--- config.mk ---
export PLATFORM = sky130hd
export DESIGN_NAME = dly_ring_mem
export DESIGN_NICKNAME = d
export VERILOG_FILES = /design/src/rtl/dly_ring_pkg.sv /design/src/rtl/dly_base_ctr.sv /design/src/rtl/dly_access_seq.sv /design/src/rtl/dly_ram.sv /design/src/rtl/dly_rd_pack.sv /design/src/rtl/dly_ring_mem.sv
export SDC_FILE = /design/constraint.sdc
export NUM_CORES = 1
export LEC_CHECK = 0
export BUFFER_PORTS_ARGS = -buffer_cell sky130_fd_sc_hd__buf_2
export CORE_AREA = 8 8 305 307
export DETAILED_ROUTE_END_ITERATION = 12
export DIE_AREA = 0 0 313 315
export GPL_ROUTABILITY_DRIVEN = 0
export GPL_TIMING_DRIVEN = 1
export PLACE_DENSITY = 0.65
export SLEW_MARGIN = 20
export SYNTH_ARGS = -nofsm -noshare
export SYNTH_HDL_FRONTEND = slang
export SYNTH_SLANG_ARGS = --single-unit
--- constraint.sdc ---
create_clock -name clk -period 6.8 [get_ports clk]
set_input_delay 1.02 -clock clk [delete_from_list [all_inputs] [get_ports clk]]
set_output_delay 1.02 -clock clk [all_outputs]
set_load 0.03 [all_outputs]
--- src/rtl/dly_ring_pkg.sv ---
package dly_ring_pkg;
  typedef enum logic [1:0] {
    BEAT_NONE   = 2'd0,
    BEAT_SINGLE = 2'd1,
    BEAT_HI     = 2'd2,
    BEAT_LO     = 2'd3
  } beat_e;
endpackage

--- src/rtl/dly_base_ctr.sv ---
module dly_base_ctr #(
  parameter int AW = 6
) (
  input  logic          clk,
  input  logic          rst,
  input  logic          tick,
  output logic [AW-1:0] base
);
  always_ff @(posedge clk) begin
    if (rst)       base <= '0;
    else if (tick) base <= base + 1'b1;
  end

  // one step per tick, wrapping
  a_r2_base_step: assert property (@(posedge clk) disable iff (rst)
    tick |=> (base == AW'($past(base) + 1'b1)));
  // hold without tick
  a_r2_base_hold: assert property (@(posedge clk) disable iff (rst)
    !tick |=> $stable(base));
endmodule

--- src/rtl/dly_access_seq.sv ---
module dly_access_seq
  import dly_ring_pkg::*;
#(
  parameter int AW = 6,
  parameter int DW = 16
) (
  input  logic            clk,
  input  logic            rst,
  input  logic [AW-1:0]   base,
  input  logic            req_valid,
  input  logic            req_write,
  input  logic            req_dbl,
  input  logic [AW-1:0]   req_ofs,
  input  logic [2*DW-1:0] req_wdata,
  output logic            req_ready,
  output logic            ram_en,
  output logic            ram_we,
  output logic [AW-1:0]   ram_addr,
  output logic [DW-1:0]   ram_wdata,
  output beat_e           beat
);
  logic          busy_q;
  logic [AW-1:0] lo_addr_q;
  logic [DW-1:0] lo_wdata_q;
  logic          lo_we_q;
  logic          accept;
  logic [AW-1:0] phys;

  assign req_ready = !busy_q;
  assign accept    = req_valid && !busy_q;
  assign phys      = base + req_ofs;

  always_comb begin
    ram_en    = 1'b0;
    ram_we    = 1'b0;
    ram_addr  = phys;
    ram_wdata = req_wdata[2*DW-1:DW];
    beat      = BEAT_NONE;
    if (busy_q) begin
      ram_en    = 1'b1;
      ram_we    = lo_we_q;
      ram_addr  = lo_addr_q;
      ram_wdata = lo_wdata_q;
      beat      = BEAT_LO;
    end else if (accept) begin
      ram_en = 1'b1;
      ram_we = req_write;
      beat   = req_dbl ? BEAT_HI : BEAT_SINGLE;
    end
  end

  always_ff @(posedge clk) begin
    if (rst) begin
      busy_q <= 1'b0;
    end else if (busy_q) begin
      busy_q <= 1'b0;
    end else if (accept && req_dbl) begin
      busy_q <= 1'b1;
    end
  end

  always_ff @(posedge clk) begin
    if (accept && req_dbl) begin
      lo_addr_q  <= phys + 1'b1;
      lo_wdata_q <= req_wdata[DW-1:0];
      lo_we_q    <= req_write;
    end
  end

  // second beat lands on the next ring address
  a_r6_lo_addr_next: assert property (@(posedge clk) disable iff (rst)
    (accept && req_dbl) |=> (ram_addr == AW'($past(ram_addr) + 1'b1)));
  // port closed for the second beat
  a_r7_ready_drop: assert property (@(posedge clk) disable iff (rst)
    (accept && req_dbl) |=> !req_ready);
endmodule

--- src/rtl/dly_ram.sv ---
module dly_ram #(
  parameter int AW = 6,
  parameter int DW = 16
) (
  input  logic          clk,
  input  logic          en,
  input  logic          we,
  input  logic [AW-1:0] addr,
  input  logic [DW-1:0] wdata,
  output logic [DW-1:0] rdata
);
  localparam int DEPTH = 1 << AW;

  logic [DW-1:0] mem [DEPTH];

  // read-first single port
  always_ff @(posedge clk) begin
    if (en) begin
      rdata <= mem[addr];
      if (we) mem[addr] <= wdata;
    end
  end
endmodule

--- src/rtl/dly_rd_pack.sv ---
module dly_rd_pack
  import dly_ring_pkg::*;
#(
  parameter int DW = 16
) (
  input  logic            clk,
  input  logic            rst,
  input  beat_e           beat_in,
  input  logic [DW-1:0]   ram_q,
  output logic            rd_valid,
  output logic [2*DW-1:0] rd_data
);
  beat_e         beat_q;
  logic [DW-1:0] hi_q;

  always_ff @(posedge clk) begin
    if (rst) begin
      beat_q   <= BEAT_NONE;
      rd_valid <= 1'b0;
    end else begin
      beat_q   <= beat_in;
      rd_valid <= (beat_q == BEAT_SINGLE) || (beat_q == BEAT_LO);
    end
  end

  always_ff @(posedge clk) begin
    case (beat_q)
      BEAT_SINGLE: rd_data <= {ram_q, {DW{1'b0}}};
      BEAT_HI:     hi_q    <= ram_q;
      BEAT_LO:     rd_data <= {hi_q, ram_q};
      default:     ;
    endcase
  end

  // a pair is only released after its upper half was captured
  a_r6_pair_order: assert property (@(posedge clk) disable iff (rst)
    (beat_q == BEAT_LO) |-> ($past(beat_q) == BEAT_HI));
endmodule

--- src/rtl/dly_ring_mem.sv ---
module dly_ring_mem
  import dly_ring_pkg::*;
#(
  parameter int AW = 6,
  parameter int DW = 16
) (
  input  logic            clk,
  input  logic            rst,
  input  logic            sample_tick,
  input  logic            req_valid,
  output logic            req_ready,
  input  logic            req_write,
  input  logic            req_dbl,
  input  logic [AW-1:0]   req_ofs,
  input  logic [2*DW-1:0] req_wdata,
  output logic            rd_valid,
  output logic [2*DW-1:0] rd_data,
  output logic [AW-1:0]   base_ptr
);
  logic          ram_en;
  logic          ram_we;
  logic [AW-1:0] ram_addr;
  logic [DW-1:0] ram_wdata;
  logic [DW-1:0] ram_q;
  beat_e         beat;

  dly_base_ctr #(.AW(AW)) u_ctr (
    .clk  (clk),
    .rst  (rst),
    .tick (sample_tick),
    .base (base_ptr)
  );

  dly_access_seq #(.AW(AW), .DW(DW)) u_seq (
    .clk       (clk),
    .rst       (rst),
    .base      (base_ptr),
    .req_valid (req_valid),
    .req_write (req_write),
    .req_dbl   (req_dbl),
    .req_ofs   (req_ofs),
    .req_wdata (req_wdata),
    .req_ready (req_ready),
    .ram_en    (ram_en),
    .ram_we    (ram_we),
    .ram_addr  (ram_addr),
    .ram_wdata (ram_wdata),
    .beat      (beat)
  );

  dly_ram #(.AW(AW), .DW(DW)) u_ram (
    .clk   (clk),
    .en    (ram_en),
    .we    (ram_we),
    .addr  (ram_addr),
    .wdata (ram_wdata),
    .rdata (ram_q)
  );

  dly_rd_pack #(.DW(DW)) u_pack (
    .clk      (clk),
    .rst      (rst),
    .beat_in  (beat),
    .ram_q    (ram_q),
    .rd_valid (rd_valid),
    .rd_data  (rd_data)
  );

  // single access answers two edges after acceptance
  a_r4_single_latency: assert property (@(posedge clk) disable iff (rst)
    (req_valid && req_ready && !req_dbl) |=> ##1 rd_valid);
  // double access answers three edges after acceptance
  a_r6_double_latency: assert property (@(posedge clk) disable iff (rst)
    (req_valid && req_ready && req_dbl) |=> ##2 rd_valid);
endmodule

==> results by group <==
Outcome
  • Run status: completed

Global routing
  • Global route total overflow: 0
  • Largest net degree at the start of global routing: between 100 and 150
  • Vias in the first global route: 22530
  • GRT Util Overall: 21.10%
  • Global-route wire length before repair: 154100 um
  • Initial antenna violation count: 1

Logic synthesis
  • Synth Area in XOR/XNOR: less than 1%
  • Synth cell count leaders: edfxtp_1, nand2_1, mux4_2, mux2i_1, nand3_1
  • Post-synthesis simple-gate area fraction: approximately 5.7%
  • Post-synth design cell area: 0.04356 mm2
  • YS warnings: 0
  • Combinational family with the most area after synthesis: multiplexers
  • Yosys cell types: 58
  • Synth Instances: 2315
  • Synth top area cells: edfxtp_1, mux4_2, mux2i_1
  • Cell taking the most area after synthesis: edfxtp_1
  • Top-count cell post-synth: edfxtp_1
  • Synth top area share: 76.60%
  • Syn_nets: approximately 2400
  • Register area share after synthesis: about 77%
  • Adder-Cell Fraction of Synth Area: 0.2470%
  • Mux share of post-synthesis cell area: 12.46%
  • Flops & latches, synth: 1121
  • Ys flop type: edfxtp_1
  • Syn Area/Cell: about 19 um2
  • Async SR Flop Fraction: 0%
  • Post-synth EDFFs: 1111
  • Post-synthesis compound-gate area fraction: 2.715%

Routing
  • Routed Wire Length: roughly 110000 um
  • Post-route DRC: 0
  • DRT met1 WL: 44070 um
  • WL/cell: 28.36 um
  • Top routing layer in use: met4
  • Vias: 22660
  • WL met3: 9713 um
  • First-pass iteration count of the detailed router: 9
  • Vias/cell: 6.070
  • Met2 wire length: 48100 um
  • Final ANT Viol Nets: 0
  • Drt initial violations: 2837

Power and ir drop
  • Worst VDD drop: 0.2037 mV
  • Clock Power Share: 37.4%
  • Pwr dens: 313.6 mW/mm2
  • Internal power: 11.68 mW
  • Net Sw Frac: between 20% and 30%
  • Switch Pwr: 3.751 mW
  • Combinational power share: between 10% and 20%
  • Leakage: 16.10 nW
  • Sequential group share of total power: 50.6%

Floorplan
  • I/O pins: 84
  • Chip height: 315 um
  • Starting density of the core: 49.51%
  • Row cnt: 109
  • CORE AREA: 0.08797 mm2
  • Die width: 313 um
  • Die ar.: 0.09860 mm2

CTS
  • CTS hold repair buffers: 0
  • Post_cts resized: 0
  • H-tree Lvls: 3
  • Root Buffer: clkbuf_16
  • Clock buffer depth: 3
  • Clock latency on the worst-skew pair: 0.68 ns
  • CTS Buf Count: 109
  • CTS Sinks: 1121
  • Clk pin slew, worst setup/hold paths: 0.06 ns
  • Postcts setup bufs: 0
  • CTS tree: done

STA
  • Final Critical Period: ~4.5 ns
  • Layout Skew: 0.04015 ns
  • Post-Route Setup TNS: 0 ns
  • Hold Fails Final Rpt: 0
  • Relative slew slack: 31.76%
  • Fmax: 0.2219 GHz
  • Unrepaired setup endpoints after global routing: no
  • Worst-margin pin slew: just over 1 ns
  • Tcrit/Tclk final: between 60 and 70%
  • Final Slew Violations: 0
  • Final setup fails: 0
  • Hold WS: 0.5207 ns

Run
  • Max-Cap Viols: 0

Finish
  • Nets: around 2500
  • Layout cells sized above 1: 22.00%
  • Fillers: between 6000 and 7000
  • Area Growth Syn to Fin: 13.00%
  • Ant diodes: 0
  • Layout Cells excl Fill: 3733
  • Final Cell Area: around 0.049 mm2

Hold path
  • Worst min path class: reg -> reg

Critical path
  • CP max-delay cell: nor2_2
  • Critical Path Sink Type: flop
  • Worst path cell trace: buf_2 -> ha_1 -> o21ai_1 -> o21bai_1 -> nor4_1 -> a211o_1 -> buf_4 -> and2_1 -> nand2_1 -> nor2_2
  • Slowest Stage Delay on Critical Path: around 0.86 ns
  • CP delay by family, top: simple AND/OR/NAND/NOR gates
  • Crit path DAT: 4.80 ns
  • Required time worst endpoint: 7.10 ns
  • Worst path bufs/invs: 2
  • R2r setup slk: 2.35 ns
  • Startpoint types: input pin
  • Crit path kind: in -> reg
  • CP max FO: 20

Place
  • Placed Area: 0.04579 mm2
  • HPWL Detailed: 61350 um
  • Port Buf Inserts: 83
  • Inst Count DP: 3531
worst register-to-register path: stages, from the launching register on:
cell and delay, ns:
dfxtp_1 0.45, ha_1 0.31, a211oi_2 0.24, o21bai_1 0.15, nor4_1 0.21, a211o_1 0.16
buf_4 0.38, and2_1 0.76, nand2_1 0.54, nor2_2 0.87
per-stage QoR:
stage	setup WS (ns)	total power, mW	utilization [%]
floorplan	1.668	9.132	-
global placement	1.572	9.758	52.03
detailed placement	1.560	9.795	52.06
CTS	2.265	15.53	55.93
global route	2.085	15.90	55.95
finish	2.293	15.43	55.95
cells by family after synthesis:
| group | count (synthesis) |
|---|---|
| multiplexers | 338 |
| XOR/XNOR | 13 |
| buffers and inverters | 137 |
| adder cells (fa/ha/maj) | 8 |
| flip-flops | 1121 |
| AO/OA/AOI/OAI | 145 |
| AND/OR/NAND/NOR | 553 |
state kept, by name (all words and copies together) (netlist names):
name / flops
u_pack.hi_q: 16
u_seq.lo_addr_q: 6
u_pack.rd_data: 32
u_ram.mem: 1024
u_seq.lo_wdata_q: 16
u_seq.lo_we_q: 1
u_seq.busy_q: 1
u_pack.rd_valid: 1
u_ctr.base: 6
u_pack.beat_q: 2
u_ram.rdata: 16
cell type report:
cell class | count | area [um2] | share of cell area [%]
clock inverters | 68 | 550.5 | 1.119
clock buffers | 133 | 2859 | 5.809
multi-input cells | 1057 | 9533 | 19.37
well taps | 1165 | 1458 | 2.962
repair buffers | 183 | 1229 | 2.497
inverters | 6 | 22.52 | 0.04576
flip-flops and latches | 1121 | 33560 | 68.20
placed cells by master, fill, tap and decap left out, drive strengths merged, types with 16 or more instances in the layout:
cell type     n
nand4        32
o211ai       17
nand3        97
mux2i       145
buf         182
a22oi        30
a32oi        61
mux2         33
nand2       286
and3         21
and4         16
nor2         71
clkinv       56
mux4        160
clkbuf      134
edfxtp     1111
power groups by stage:
stage / Combinational (mW) / Clock [mW] / Sequential [mW]
2_1_floorplan: 1.20 / 0 / 7.94
3_3_place_gp: 1.81 / 0 / 7.95
3_5_place_dp: 1.84 / 0 / 7.96
4_1_cts: 1.85 / 5.87 / 7.81
5_1_grt: 1.95 / 6.14 / 7.81
6_report: 1.85 / 5.78 / 7.81
worst paths after layout:
kind | from | to | depth (start not counted)
worst max-delay path | req_ofs[2] | u_ram.mem[22][1] | 10
worst max register to register | u_ctr.base[1] | u_ram.mem[22][1] | 9
worst min register to register | u_ram.rdata[15] | u_pack.hi_q[15] | 0
worst min-delay path | u_ram.rdata[15] | u_pack.hi_q[15] | 0
routing by layer:
metal | global-route usage [%] | vias to the layer above
li1 | - | 9654
met1 | 30.54 | 11720
met2 | 31.69 | 1115
met3 | 4.269 | 172
met4 | 8.172 | 0
met5 | 0 | -
Power figures use the tool's default switching activity.
